--- config.mk ---
export PLATFORM = sky130hd
export DESIGN_NAME = link_status_monitor
export DESIGN_NICKNAME = d
export VERILOG_FILES = /design/src/rtl/lsm_pkg.sv /design/src/rtl/lsm_rst_sync.sv /design/src/rtl/lsm_echo_timer.sv /design/src/rtl/lsm_fail_latch.sv /design/src/rtl/link_status_monitor.sv
export SDC_FILE = /design/constraint.sdc
export NUM_CORES = 1
export LEC_CHECK = 0
export BUFFER_PORTS_ARGS = -buffer_cell sky130_fd_sc_hd__buf_2
export CAP_MARGIN = 20
export CORE_AREA = 3 3 40 42
export DETAILED_ROUTE_END_ITERATION = 10
export DIE_AREA = 0 0 43 45
export PLACE_DENSITY = 0.57
export SYNTH_ARGS = -nofsm -noshare
export SYNTH_HDL_FRONTEND = slang
export SYNTH_SLANG_ARGS = --single-unit
export TNS_END_PERCENT = 100
--- constraint.sdc ---
create_clock -name clk -period 0.8 [get_ports clk]
set_clock_uncertainty 0.15 [all_clocks]
set_input_delay 0.12 -clock clk [delete_from_list [all_inputs] [get_ports clk]]
set_output_delay 0.12 -clock clk [all_outputs]
set_load 0.05 [all_outputs]
--- src/rtl/lsm_pkg.sv ---
package lsm_pkg;

  typedef enum logic [1:0] {
    OVR_DRV_LOW  = 2'b00,
    OVR_DRV_HIGH = 2'b01,
    OVR_FLOAT    = 2'b10,
    OVR_FLOAT_B  = 2'b11
  } ovr_code_e;

  // Both codes with the upper bit set select the internal echo check.
  function automatic logic code_is_float(input logic [1:0] code);
    return code[1];
  endfunction

endpackage

--- src/rtl/lsm_rst_sync.sv ---
module lsm_rst_sync #(
  parameter int STAGES = 2
) (
  input  logic clk,
  input  logic arst_n,
  output logic rst_n_o
);

  logic [STAGES-1:0] sync_q;
  logic [STAGES-1:0] sync_d;

  always_comb begin
    sync_d = {sync_q[STAGES-2:0], 1'b1};
  end

  always_ff @(posedge clk or negedge arst_n) begin
    if (!arst_n) sync_q <= '0;
    else         sync_q <= sync_d;
  end

  assign rst_n_o = sync_q[STAGES-1];

endmodule

--- src/rtl/lsm_echo_timer.sv ---
module lsm_echo_timer #(
  parameter int WIN_CYCLES = 40
) (
  input  logic clk,
  input  logic rst_n,
  input  logic en_i,
  input  logic tx_start_i,
  input  logic rx_active_i,
  output logic win_open_o,
  output logic expire_o
);

  localparam int CNT_W = (WIN_CYCLES > 1) ? $clog2(WIN_CYCLES) : 1;
  localparam logic [CNT_W-1:0] LAST = CNT_W'(WIN_CYCLES - 1);

  logic             open_q, open_d;
  logic [CNT_W-1:0] cnt_q, cnt_d;
  logic             cnt_ce;
  logic             expire_c;

  always_comb begin
    open_d   = open_q;
    cnt_d    = cnt_q;
    expire_c = 1'b0;
    if (!en_i) begin
      open_d = 1'b0;
      cnt_d  = '0;
    end else if (tx_start_i) begin
      open_d = 1'b1;
      cnt_d  = '0;
    end else if (open_q) begin
      if (rx_active_i) begin
        open_d = 1'b0;
        cnt_d  = '0;
      end else if (cnt_q == LAST) begin
        open_d   = 1'b0;
        cnt_d    = '0;
        expire_c = 1'b1;
      end else begin
        cnt_d = cnt_q + 1'b1;
      end
    end
  end

  assign cnt_ce = (cnt_d != cnt_q) || (open_d != open_q);

  always_ff @(posedge clk or negedge rst_n) begin
    if (!rst_n) begin
      open_q <= 1'b0;
      cnt_q  <= '0;
    end else if (cnt_ce) begin
      open_q <= open_d;
      cnt_q  <= cnt_d;
    end
  end

  assign win_open_o = open_q;
  assign expire_o   = expire_c;


  cnt_range_chk: assert property (@(posedge clk) disable iff (!rst_n)
    cnt_q <= LAST);


  restart_chk: assert property (@(posedge clk) disable iff (!rst_n)
    (en_i && tx_start_i) |=> (open_q && cnt_q == '0));

endmodule

--- src/rtl/lsm_fail_latch.sv ---
module lsm_fail_latch (
  input  logic clk,
  input  logic rst_n,
  input  logic en_i,
  input  logic fail_i,
  input  logic rd_i,
  output logic latched_o
);

  logic latched_q, latched_d;
  logic latch_ce;

  always_comb begin
    latched_d = latched_q;
    if (!en_i)       latched_d = 1'b0;
    else if (fail_i) latched_d = 1'b1;
    else if (rd_i)   latched_d = 1'b0;
  end

  assign latch_ce = latched_d != latched_q;

  always_ff @(posedge clk or negedge rst_n) begin
    if (!rst_n)        latched_q <= 1'b0;
    else if (latch_ce) latched_q <= latched_d;
  end

  assign latched_o = latched_q;


  hold_chk: assert property (@(posedge clk) disable iff (!rst_n)
    (latched_q && en_i && !rd_i) |=> latched_q);


  read_clear_chk: assert property (@(posedge clk) disable iff (!rst_n)
    (latched_q && rd_i && !fail_i) |=> !latched_q);


  fail_wins_chk: assert property (@(posedge clk) disable iff (!rst_n)
    (en_i && fail_i) |=> latched_q);

endmodule

--- src/rtl/link_status_monitor.sv ---
module link_status_monitor #(
  parameter int WIN_CYCLES  = 40,
  parameter int SYNC_STAGES = 2
) (
  input  logic       clk,
  input  logic       arst_n,
  input  logic [1:0] ovr_code,
  input  logic       tx_start,
  input  logic       rx_active,
  input  logic       stat_rd,
  output logic       link_up
);
  import lsm_pkg::*;

  logic      rst_n;
  logic      algo_en;
  logic      win_open;
  logic      expire;
  logic      fail_latched;
  ovr_code_e code;

  lsm_rst_sync #(.STAGES(SYNC_STAGES)) u_rst (
    .clk     (clk),
    .arst_n  (arst_n),
    .rst_n_o (rst_n)
  );

  assign code    = ovr_code_e'(ovr_code);
  assign algo_en = code_is_float(ovr_code);

  lsm_echo_timer #(.WIN_CYCLES(WIN_CYCLES)) u_timer (
    .clk         (clk),
    .rst_n       (rst_n),
    .en_i        (algo_en),
    .tx_start_i  (tx_start),
    .rx_active_i (rx_active),
    .win_open_o  (win_open),
    .expire_o    (expire)
  );

  lsm_fail_latch u_latch (
    .clk       (clk),
    .rst_n     (rst_n),
    .en_i      (algo_en),
    .fail_i    (expire),
    .rd_i      (stat_rd),
    .latched_o (fail_latched)
  );

  always_comb begin
    unique case (code)
      OVR_DRV_LOW:  link_up = 1'b1;
      OVR_DRV_HIGH: link_up = 1'b0;
      default:      link_up = ~fail_latched;
    endcase
  end


  override_flush_chk: assert property (@(posedge clk) disable iff (!rst_n)
    !algo_en |=> (!win_open && !fail_latched));


  drive_high_chk: assert property (@(posedge clk) disable iff (!rst_n)
    (ovr_code == 2'b01) |-> !link_up);


  reset_state_chk: assert property (@(posedge clk)
    !rst_n |=> (!win_open && !fail_latched));

endmodule

# --- Yosys cells after proc, flatten, opt, wreduce, memory -nomap -nowiden ---
# Index checks and enable logic that the tools add are counted.
totals:
  ff_bits: 10
  in_bits: 7
  word_cells: 32
op_classes:
  n_addsub: 1
  n_eq_ne: 5
  mux: 19
  bitwise_logic: 1
  n_reduce_logical: 2
op_table:
  columns: ["cell", "count"]
  rows:
  - ["two-way mux 6 bit", 5]
  - ["two-way mux 1 bit", 13]
  - ["adder 6 x 1 -> 6 bit, second input constant", 1]
  - ["== test 6 bit, second input constant", 1]
  - ["!= test 6 bit", 1]
  - ["== test 2 x 1 -> 1 bit, second input constant", 1]
  - ["zero test 2 bit", 1]
  - ["!= test 1 bit", 2]
  - ["one-hot mux 1 bit (2 select lines)", 1]
  - ["logical OR 1 bit", 1]
  - ["inverter 1 bit", 1]

# --- Depth between registers and ports, before layout ---
# Gate-level depths: netlist of the first run.
depth:
  ltp_word: 9
  depth_mapped: 5

# --- By module ---
# From an unflattened synthesis of the first run, not the netlist that was laid out.
unflattened:
  hier_cells: 46
  hier_area_um2: 504.2
by_module_without_submodules:
  columns: ["mod", "instances", "cells_per_inst", "area_each_um2"]
  rows:
  - ["lsm_echo_timer", 1, 39, 394.1]
  - ["lsm_rst_sync", 1, 3, 53.8]
  - ["lsm_fail_latch", 1, 3, 46.3]
  - ["link_status_monitor", 1, 1, 10.0]

# --- Worst setup path before layout of the first run ---
# No wires, ideal clock.
synth_path:
  path_type: "register -> output"
  startpoint: "register u_latch.latched_q, in the netlist u_latch.latched_o"
  endpoint: "output link_up"
  t_arrival_ns: 1.172
  required_ns: 0.530
  path_slack_ns: -0.642
  stages_incl_launch_ff: 2
  n_path_buf: 0
  cell_sequence: "dfrtp_1 > mux2i_1"
synth_via:
  elab_chain_len: 2
synth_rtl:
  columns: ["item", "line", "text"]
  rows:
  - ["start, declared", "lsm_fail_latch.sv:10", "logic latched_q, latched_d;"]
  - ["start signal, assigned", "lsm_fail_latch.sv:24", "else if (latch_ce) latched_q <= latched_d;"]
  - ["inverter 1 bit", "link_status_monitor.sv:54", "default: link_up = ~fail_latched;"]
  - ["one-hot mux 1 bit (2 select lines)", "link_status_monitor.sv:51", "unique case (code)"]
  - ["end, declared", "link_status_monitor.sv:11", "output logic link_up"]
# No other way between the ends.

# --- Worst setup path in the final report of the first run ---
layout_path:
  startpoint: "register u_timer.cnt_q[0]"
  endpoint: "register u_timer.cnt_q[5]"
layout_via:
  elab_chain_len: 8
layout_rtl:
  columns: ["item", "line", "text"]
  rows:
  - ["start, declared", "lsm_echo_timer.sv:17", "logic [CNT_W-1:0] cnt_q, cnt_d;"]
  - ["start signal, assigned", "lsm_echo_timer.sv:53", "cnt_q <= cnt_d;"]
  - ["adder 6 x 1 -> 6 bit / == test 6 bit (equally long branches)", "lsm_echo_timer.sv:40, lsm_echo_timer.sv:35", null]
  - ["two-way mux 6 bit / two-way mux 1 bit (equally long branches)", "lsm_echo_timer.sv:35", "end else if (cnt_q == LAST) begin"]
  - ["two-way mux 6 bit / two-way mux 1 bit (equally long branches)", "lsm_echo_timer.sv:32", "if (rx_active_i) begin"]
  - ["two-way mux 6 bit / two-way mux 1 bit (equally long branches)", "lsm_echo_timer.sv:31", "end else if (open_q) begin"]
  - ["two-way mux 6 bit / two-way mux 1 bit (equally long branches)", "lsm_echo_timer.sv:28", "end else if (tx_start_i) begin"]
  - ["two-way mux 6 bit / two-way mux 1 bit (equally long branches)", "lsm_echo_timer.sv:25", "if (!en_i) begin"]
  - ["!= test 6 bit / != test 1 bit (equally long branches)", "lsm_echo_timer.sv:45", "assign cnt_ce = (cnt_d != cnt_q) || (open_d != open_q);"]
  - ["logical OR 1 bit", "lsm_echo_timer.sv:45", null]
# Several ways; a longest one is shown, not always the timed one.
# A chain may end at the register's enable or synchronous reset.

==> flow_summary.yaml, run 1 <==
cells_and_area:
  fill_cells: 112
  final_common_cell: "buf_4"
  stdcell_area_um2: 744
  finalNetCount: 83
  area_growth_pct: 52.2
  n_antenna_cell: 0
  post-route-util: 0.579
  instances_no_fill: 89
  mostFrequentLayoutCells: "buf_4 (15), dfrtp_1 (10), buf_2 (6)"
  drive_gt1_frac: 0.514
critical_path:
  regToRegSetupSlack_ns: -0.59
  start_kind: "register"
  slowest_stage: "dfrtp_1"
  reg2regPathDepth: 4
  cp.arrival_ns: 1.41
  path_max_fanout: 3
  worstPathRequired_ns: 0.82
  endpoint_kind: "register"
  regToRegEndpoint: "u_timer.cnt_q[5]"
  r2r_start: "u_timer.cnt_q[0]"
  path_buf_inv: 0
  path_cells: "and3_4 > nand3_2 > or3_1 > a31oi_1"
  cpLargestDelayFamily: "simple AND/OR/NAND/NOR gates"
  path_class: "register to register"
  max_stage_delay_ns: 0.39
route:
  drt-initial-drc-count: 8
  wl_met1_um: 528
  drc_errors: 0
  met3_length_um: 43
  final_antenna_net_count: 0
  wl_met2_um: 677
  firstDrtPassIters: 4
  routed_wl_um: 1260
  routed.top_layer: "met4"
  viasPerCell: 5.31
  wl_per_cell_um: 14.1
  vias: 473
synth:
  syn_area_um2: 489
  synth.distinct_cells: 26
  syn_area_per_cell_um2: 10.4
  syn_nets: 55
  yosysWarnings: 0
  ys_seq_area_frac: 0.512
  synth_cells: 47
  synth-seq-cells: 10
placed_design:
  numPlacedInstances: 81
  port_buffers: 7
  dp_hpwl_um: 768
  gp_congestion: 0.785
  dpl-instance-area_um2: 639
sta:
  period_minus_slack_ns: 1.39
  fin_crit_sh: 1.73
  hold_viol: 9
  drv_slew: 0
  fin_ws_ns: -0.587
  fmax_mhz: 721
  finalSetupViolCount: 9
  rsz0062_at_grt: "yes"
  whs_ns: -0.102
grt:
  gr-total-overflow: 0
  grt_pass1_vias: 466
  grt_max_degree: 9
  grt_pass1_wl_um: 1970
  globalRouteTotalUtil: 0.133
  antenna_found_initial: 0
flow_run:
  drv_cap: 0
floorplanning:
  start_util: 0.381
  pin_count: 8
  row_count: 13
  coreArea_mm2: 0.00128
  dieArea_mm2: 0.00194
  die_w_um: 43
  die_h_um: 45
outcome:
  status: "complete, but fails checks"
  violations: "hold timing, setup timing"
worst_hold_path:
  hold_end: "u_latch.latched_o"
  hold_class: "input port to register"
  whs_path_depth: 2
  min-delay-start: "stat_rd"
cts:
  cts-root-buf: "clkbuf_4"
  clock_path_buffers: 2
  cts_hold_buf: 1
  clk_latency_ns: 0.25
  ctsHtreeMaxLevel: 1
  cts_tree: "built"
  cts.sinks: 10
  clk_pin_slew_ns: 0.06
  cts_made_buffers: 3
pwr:
  power_density_mw_per_mm2: 1460
  ir_worst_vdd_mv: 1.33
  power.leakage_nw: 0.334
-- timing repair --
| item | CTS | global route |
|---|---|---|
| setup endpoints to repair | 9 | 9 |
| setup buffers | 1 | 2 |
| resized for setup | 9 | 3 |
| pin swaps | 5 | 2 |
| endpoints found under the hold margin | 12 | 5 |
-- state kept, by name, summed over array words and instances (netlist names) --
register	flops
u_timer.cnt_q	6
u_rst.sync_q	2
u_latch.latched_o	1
u_timer.win_open_o	1
-- cells by family after synthesis --
family,count (synthesis),synth area share
AO/OA/AOI/OAI,11,0.153
adder cells (fa/ha/maj),1,0.0256
buffers and inverters,2,0.0154
flip-flops,10,0.512
multiplexers,2,0.0435
other,1,0.00767
AND/OR/NAND/NOR,20,0.243
-- through the flow --
step	power, mW	TNS [ns]	setup slack, ns
after floorplan	0.577	-3.61	-0.534
after global placement	0.635	-4.19	-0.565
after detailed placement	0.635	-4.20	-0.582
after CTS	1.09	-4.67	-0.572
after global routing	1.14	-5.27	-0.657
final	1.08	-4.80	-0.587
-- routing by layer --
metal	vias to the layer above	GRT usage
met2	13	0.231
met5	-	0
met3	2	0.0239
met1	228	0.172
li1	230	-
met4	0	0.0361
-- power breakdown --
group	internal (mW)	switching [mW]	leakage, nW
Clock	0.275	0.157	0.0210
Sequential	0.515	0.0121	0.134
Combinational	0.0648	0.0604	0.179
-- cell usage after synthesis --
master	instances	area, µm²
inv_1	2	7.51
o32ai_1	2	17.5
o21ai_0	4	20.0
a21oi_1	1	5.00
nor3b_1	1	7.51
or3_1	1	6.26
mux2i_1	1	10.0
dfrtp_1	10	250
a22oi_1	1	7.51
nand4b_1	1	8.76
mux2_2	1	11.3
a21boi_0	1	7.51
and3_4	1	11.3
nor2_1	5	18.8
a41o_2	1	11.3
nand4_1	1	6.26
conb_1	1	3.75
ha_1	1	12.5
nand3_1	1	5.00
nand3b_1	1	7.51
a31oi_1	1	6.26
nand2b_1	2	12.5
nor2b_1	1	6.26
nand3_2	1	10.0
and3_2	1	7.51
nand2_1	3	11.3
-- worst max-delay path by stage --
stage,end,depth (start not counted),slack [ns],from
global placement,u_timer.cnt_q[5],4,-0.56,u_timer.cnt_q[0]
CTS,u_timer.cnt_q[0],4,-0.57,u_timer.cnt_q[1]
finish,u_timer.cnt_q[5],4,-0.59,u_timer.cnt_q[0]
floorplan,u_timer.cnt_q[0],4,-0.53,u_timer.cnt_q[1]
detailed placement,u_timer.cnt_q[0],4,-0.58,u_timer.cnt_q[1]
global route,u_latch.latched_o,4,-0.66,u_timer.cnt_q[0]
-- cell type report --
cell class | count | area, µm² | area share
Timing Repair Buffer | 23 | 164 | 0.220
Clock buffer | 4 | 36.3 | 0.0487
Inverter | 2 | 7.51 | 0.0101
Sequential cell | 10 | 250 | 0.336
Tap cell | 15 | 18.8 | 0.0252
Multi-Input combinational cell | 35 | 268 | 0.360
(Power assumes the default switching activity.)
==> inputs of run 2 (changes only) <==
--- a/config.mk
+++ b/config.mk
@@ -5,6 +5,7 @@
 export SDC_FILE = /design/constraint.sdc
 export NUM_CORES = 1
 export LEC_CHECK = 0
+export ABC_AREA = 1
 export BUFFER_PORTS_ARGS = -buffer_cell sky130_fd_sc_hd__buf_2
 export CAP_MARGIN = 20
 export CORE_AREA = 3 3 40 42
==> run 2 against run 1 <==
  * The flow still finishes with violations (hold timing, setup timing)
  * Global-route usage increased by 2.6 points
  * Largest cell class unchanged
  * Clock-buffer cell count unchanged
  * Critical path type is now register to primary output
  * Wire length shrank 4.1%
  * Sequential cell count stayed put
  * Die area did not move
==> flow_summary.yaml, run 2 <==
outcome:
  status: "complete, but fails checks"
  violations: "hold timing, setup timing"
cells_and_area:
  finalNetCount: 92
  mostFrequentLayoutCells: "buf_4 (14), dfrtp_1 (10), inv_1 (6), nor2_1 (6), buf_2 (6)"
  regArea_um2: 250
  drive_gt1_frac: 0.482
  fill_cells: 110
  multi_input_area_um2: 278
  stdcell_area_um2: 769
  area_growth_pct: 58.9
  largest_reg_flops: 6
  final_common_cell: "buf_4"
  n_antenna_cell: 0
  top_regs: "u_timer.cnt_q: 6 flops, u_rst.sync_q: 2 flops"
  top_register: "u_timer.cnt_q"
critical_path:
  start_kind: "register"
  r2r_start: "u_timer.cnt_q[1]"
  cp.arrival_ns: 1.04
  path_max_fanout: 2
  path_class: "register to primary output"
  worstPathRequired_ns: 0.53
  startpoint: "u_latch.latched_o"
  endpoint_kind: "primary output"
cts:
  ctsHtreeMaxLevel: 1
  cts-root-buf: "clkbuf_4"
  clock_path_buffers: 2
  cts.sinks: 10
  cts_made_buffers: 3
  cts_tree: "built"
  cts_hold_buf: 1
  clk_pin_slew_ns: 0.07
  clk_latency_ns: 0.27
sta:
  hold_viol: 9
  whs_ns: -0.112
  rsz0062_at_grt: "yes"
  fmax_mhz: 762
  fin_ws_ns: -0.513
  timing.setup.tns_ns: -3.94
  fin_crit_sh: 1.64
  finalSetupViolCount: 9
  drv_slew: 0
  period_minus_slack_ns: 1.31
grt:
  grt_pass1_vias: 497
  antenna_found_initial: 0
  grt_pass1_wl_um: 2120
  use_met3: 0.0359
  busiest_layer: "met2"
  gr-total-overflow: 0
  grt_max_degree: 9
  grt_use_met1: 0.151
  grt_use_met2: 0.293
  globalRouteTotalUtil: 0.159
route:
  routed_wl_um: 1200
  drc_errors: 0
  firstDrtPassIters: 4
  drt-initial-drc-count: 3
  vias: 483
  wl_per_cell_um: 12.3
  final_antenna_net_count: 0
  viasPerCell: 4.93
synth:
  syn_nets: 65
  syn_area_per_cell_um2: 8.49
  syn_area_um2: 484
  yosysWarnings: 0
  synthTopCellsByCount: "dfrtp_1 (10), a21oi_1 (7), inv_1 (7), nand2_1 (7), nor2_1 (7)"
  synth_ff_type: "dfrtp_1"
  synthArstFlopShare: 1.00
  synth_edf_count: 0
  synth.distinct_cells: 17
  synth_top_area_frac: 0.517
  synth-seq-cells: 10
  ys_seq_area_frac: 0.517
  netlist.top_cell.by_area: "dfrtp_1"
  synth_cells: 57
  synth_area_leaders: "dfrtp_1 (52%), a21oi_1 (7.2%), nand3_1 (6.2%), inv_1 (5.4%), nand2_1 (5.4%)"
  yosysMostFrequentCell: "dfrtp_1"
floorplanning:
  pin_count: 8
  coreArea_mm2: 0.00128
  die_h_um: 45
  dieArea_mm2: 0.00194
  die_w_um: 43
  start_util: 0.377
  row_count: 13
placed_design:
  port_buffers: 7
  dpl-instance-area_um2: 649
  gp_congestion: 0.763
  dp_hpwl_um: 873
pwr:
  power.leakage_nw: 0.381
  power_density_mw_per_mm2: 1490
  report.power.total_mw: 1.15
  ir_worst_vdd_mv: 0.856
worst_hold_path:
  min-delay-start: "stat_rd"
  hold_class: "input port to register"
flow_run:
  drv_cap: 0
-- run 2: cell types whose count changed in the layout (fill, tap and decap cells not counted), moves of 3 or more --
| cell | change |
|---|---|
| a21oi_2 | +4 |
| inv_1 | +4 |
| nand3_1 | +4 |
| nor2_1 | +3 |
-- run 2: final cells by class --
class	count	share of cell area
Multi-Input combinational cell	39	0.361
Sequential cell	10	0.325
Timing Repair Buffer	22	0.203
Clock buffer	4	0.0472
Inverter	8	0.0390
Tap cell	15	0.0244
-- run 2: path summary, 6_finish.rpt --
| path | end | slack, ns | cells after the start |
|---|---|---|---|
| setup / recovery | link_up | -0.51 | 3 |
| hold / removal | u_latch.latched_o | -0.11 | 2 |
| setup reg to reg | u_timer.cnt_q[3] | -0.49 | 8 |
| hold reg to reg | u_timer.cnt_q[1] | -0.02 | 0 |
| max in group asynchronous | u_timer.cnt_q[5] | 0.27 | 0 |
| min in group asynchronous | u_timer.cnt_q[1] | -0.02 | 0 |
-- run 2: power breakdown --
group	internal, mW	switching [mW]	leakage, nW	total (mW)
sequential	0.516	0.0141	0.133	0.530
combinational	0.0679	0.0780	0.226	0.146
clock	0.277	0.197	0.0210	0.474
-- run 2: cell families after synthesis --
group / synth area share
other: 0.00774
buffers and inverters: 0.0620
adders and majority gates: 0.0258
DFF: 0.517
and+or+nand+nor: 0.227
xor gates and xnor gates: 0.0181
AOI/OAI and AO/OA: 0.142
-- run 2: stage by stage --
step	utilization	worst slack (ns)	instances
2_1_floorplan	-	-0.433	57
5_1_grt	0.599	-0.605	98
3_5_place_dp	0.505	-0.479	91
6_report	0.599	-0.513	98
3_3_place_gp	0.505	-0.457	91
4_1_cts	0.588	-0.516	97
-- run 2: metal layers --
| layer | up-vias | routed length [µm] |
|---|---|---|
| li1 | 243 | - |
| met1 | 224 | 489 |
| met2 | 11 | 625 |
| met3 | 5 | 48 |
| met4 | 0 | 40 |
| met5 | - | 0 |
-- run 2: what timing repair did --
item,4_1_cts,5_1_grt
pin swaps,3,0
hold endpoints to repair,3,1
setup endpoints to repair,9,9
resized for setup,11,2
buffers inserted,1,1
-- run 2: worst max-delay path: stages (launching register included) --
cell and delay [ns]:
dfrtp_1 0.37, nand2_2 0.06, a21boi_2 0.16, buf_6 0.17
==> inputs of run 3 (changes only) <==
--- a/config.mk
+++ b/config.mk
@@ -12,6 +12,7 @@
 export DETAILED_ROUTE_END_ITERATION = 10
 export DIE_AREA = 0 0 43 45
 export PLACE_DENSITY = 0.57
+export RECOVER_POWER = 100
 export SYNTH_ARGS = -nofsm -noshare
 export SYNTH_HDL_FRONTEND = slang
 export SYNTH_SLANG_ARGS = --single-unit
==> run 3 against run 2 <==
  * The run still ends with hold timing, setup timing left
  * Combinational power about the same
  * Via count unchanged
  * Setup slack unchanged
  * Wire length unchanged
  * First-iteration DRC count unchanged
  * Die area unchanged
  * Sequential share of layout area up 0.053 points
  * Clock power about the same
  * Largest cell class unchanged
  * Highest routed layer unchanged
==> flow_summary.yaml, run 3 (synthesis gave the netlist of run 2 again) <==
route:
  firstDrtPassIters: 4
  drc_errors: 0
  viasPerCell: 4.93
  wl_per_cell_um: 12.3
  vias: 483
  final_antenna_net_count: 0
  drt-initial-drc-count: 3
  routed_wl_um: 1200
floorplanning:
  start_util: 0.377
  coreArea_mm2: 0.00128
  die_h_um: 45
  die_w_um: 43
  dieArea_mm2: 0.00194
  row_count: 13
  pin_count: 8
grt:
  grt_max_degree: 9
  antenna_found_initial: 0
  grt_pass1_vias: 497
  grt_pass1_wl_um: 2120
  gr-total-overflow: 0
  globalRouteTotalUtil: 0.159
pwr:
  pwr-share-comb: 0.126
  swShare: 0.252
  power.leakage_nw: 0.378
  clockPowerShare: 0.413
  seq_power_share: 0.461
  ir_worst_vdd_mv: 0.858
  power_density_mw_per_mm2: 1500
  p_sw_uw: 290
  report.power.total_mw: 1.15
  internal-power_uw: 861
sta:
  finalSetupViolCount: 9
  fin_ws_ns: -0.513
  rsz0062_at_grt: "yes"
  timing.setup.tns_ns: -3.95
  hold_viol: 9
  period_minus_slack_ns: 1.31
  whs_ns: -0.112
  fmax_mhz: 762
  drv_slew: 0
  fin_crit_sh: 1.64
cells_and_area:
  drive_gt1_frac: 0.470
  top_regs: "u_timer.cnt_q: 6 flops, u_rst.sync_q: 2 flops"
  fill_cells: 111
  top_register: "u_timer.cnt_q"
  post-route-util: 0.598
  n_antenna_cell: 0
  final_common_cell: "buf_4"
  largest_reg_flops: 6
  mostFrequentLayoutCells: "buf_4 (14), dfrtp_1 (10), inv_1 (6), nor2_1 (6)"
  finalNetCount: 92
  area_growth_pct: 58.7
  stdcell_area_um2: 768
  instances_no_fill: 98
cts:
  clk_pin_slew_ns: 0.07
  ctsHtreeMaxLevel: 1
  cts-root-buf: "clkbuf_4"
  cts_made_buffers: 3
  clock_path_buffers: 2
  cts.sinks: 10
  cts_tree: "built"
  clk_latency_ns: 0.27
  cts_hold_buf: 1
flow_run:
  drv_cap: 0
critical_path:
  start_kind: "register"
  path_class: "register to primary output"
  r2r_start: "u_timer.cnt_q[1]"
  cp.arrival_ns: 1.04
  regToRegSetupSlack_ns: -0.49
  startpoint: "u_latch.latched_o"
  endpoint_kind: "primary output"
  cp-endpoint: "link_up"
  worstPathRequired_ns: 0.53
  regToRegEndpoint: "u_timer.cnt_q[3]"
  path_max_fanout: 2
  reg2regPathDepth: 8
placed_design:
  numPlacedInstances: 91
  dp_hpwl_um: 873
  gp_congestion: 0.763
  dpl-instance-area_um2: 649
  port_buffers: 7
  post-place-ws_ns: -0.479
outcome:
  status: "complete, but fails checks"
  violations: "hold timing, setup timing"
worst_hold_path:
  hold_class: "input port to register"
## run 3: cell count changes in the layout (fill, tap and decap cells not counted), sizes merged
cell,previous run,this run
clkbuf,4,5
buf,21,20
## run 3: layer usage
layer / global-route usage / part of all wire
met1: 0.151 / 0.41
met2: 0.293 / 0.52
met3: 0.0359 / 0.040
met4: 0.127 / 0.033
met5: 0 / 0
## run 3: layout make-up
cell class | count | area [µm²] | area share
Timing Repair Buffer | 22 | 155 | 0.202
Multi-Input combinational cell | 39 | 278 | 0.362
Inverter | 8 | 30.0 | 0.0391
Tap cell | 15 | 18.8 | 0.0244
Sequential cell | 10 | 250 | 0.326
Clock buffer | 4 | 36.3 | 0.0472
## run 3: repair_timing
action	4_1_cts	5_1_grt
pin swaps	3	0
setup buffers	1	1
endpoints found under the hold margin	3	1
setup endpoints to repair	9	9
resized for setup	11	2
cloned	0	0
## run 3: power groups by stage
stage / Clock (mW) / Combinational (mW) / Sequential [mW]
global placement: 0 / 0.121 / 0.540
detailed placement: 0 / 0.121 / 0.541
finish: 0.475 / 0.145 / 0.530
CTS: 0.484 / 0.141 / 0.531
floorplan: 0 / 0.0544 / 0.539
global route: 0.517 / 0.158 / 0.533
## run 3: how the worst min path moves through the flow
stage,from,end,slack (ns),depth (start not counted)
global route,stat_rd,u_latch.latched_o,-0.12,2
CTS,stat_rd,u_latch.latched_o,-0.11,2
finish,stat_rd,u_latch.latched_o,-0.11,2
detailed placement,arst_n,u_rst.sync_q[0],-0.24,1
global placement,arst_n,u_rst.sync_q[1],-0.25,1
floorplan,arst_n,u_rst.sync_q[0],-0.33,0
## run 3: critical path, stage by stage, from the launching register on
cell,delay (ns)
dfrtp_1,0.37
nand2_2,0.06
a21boi_2,0.16
buf_6,0.17
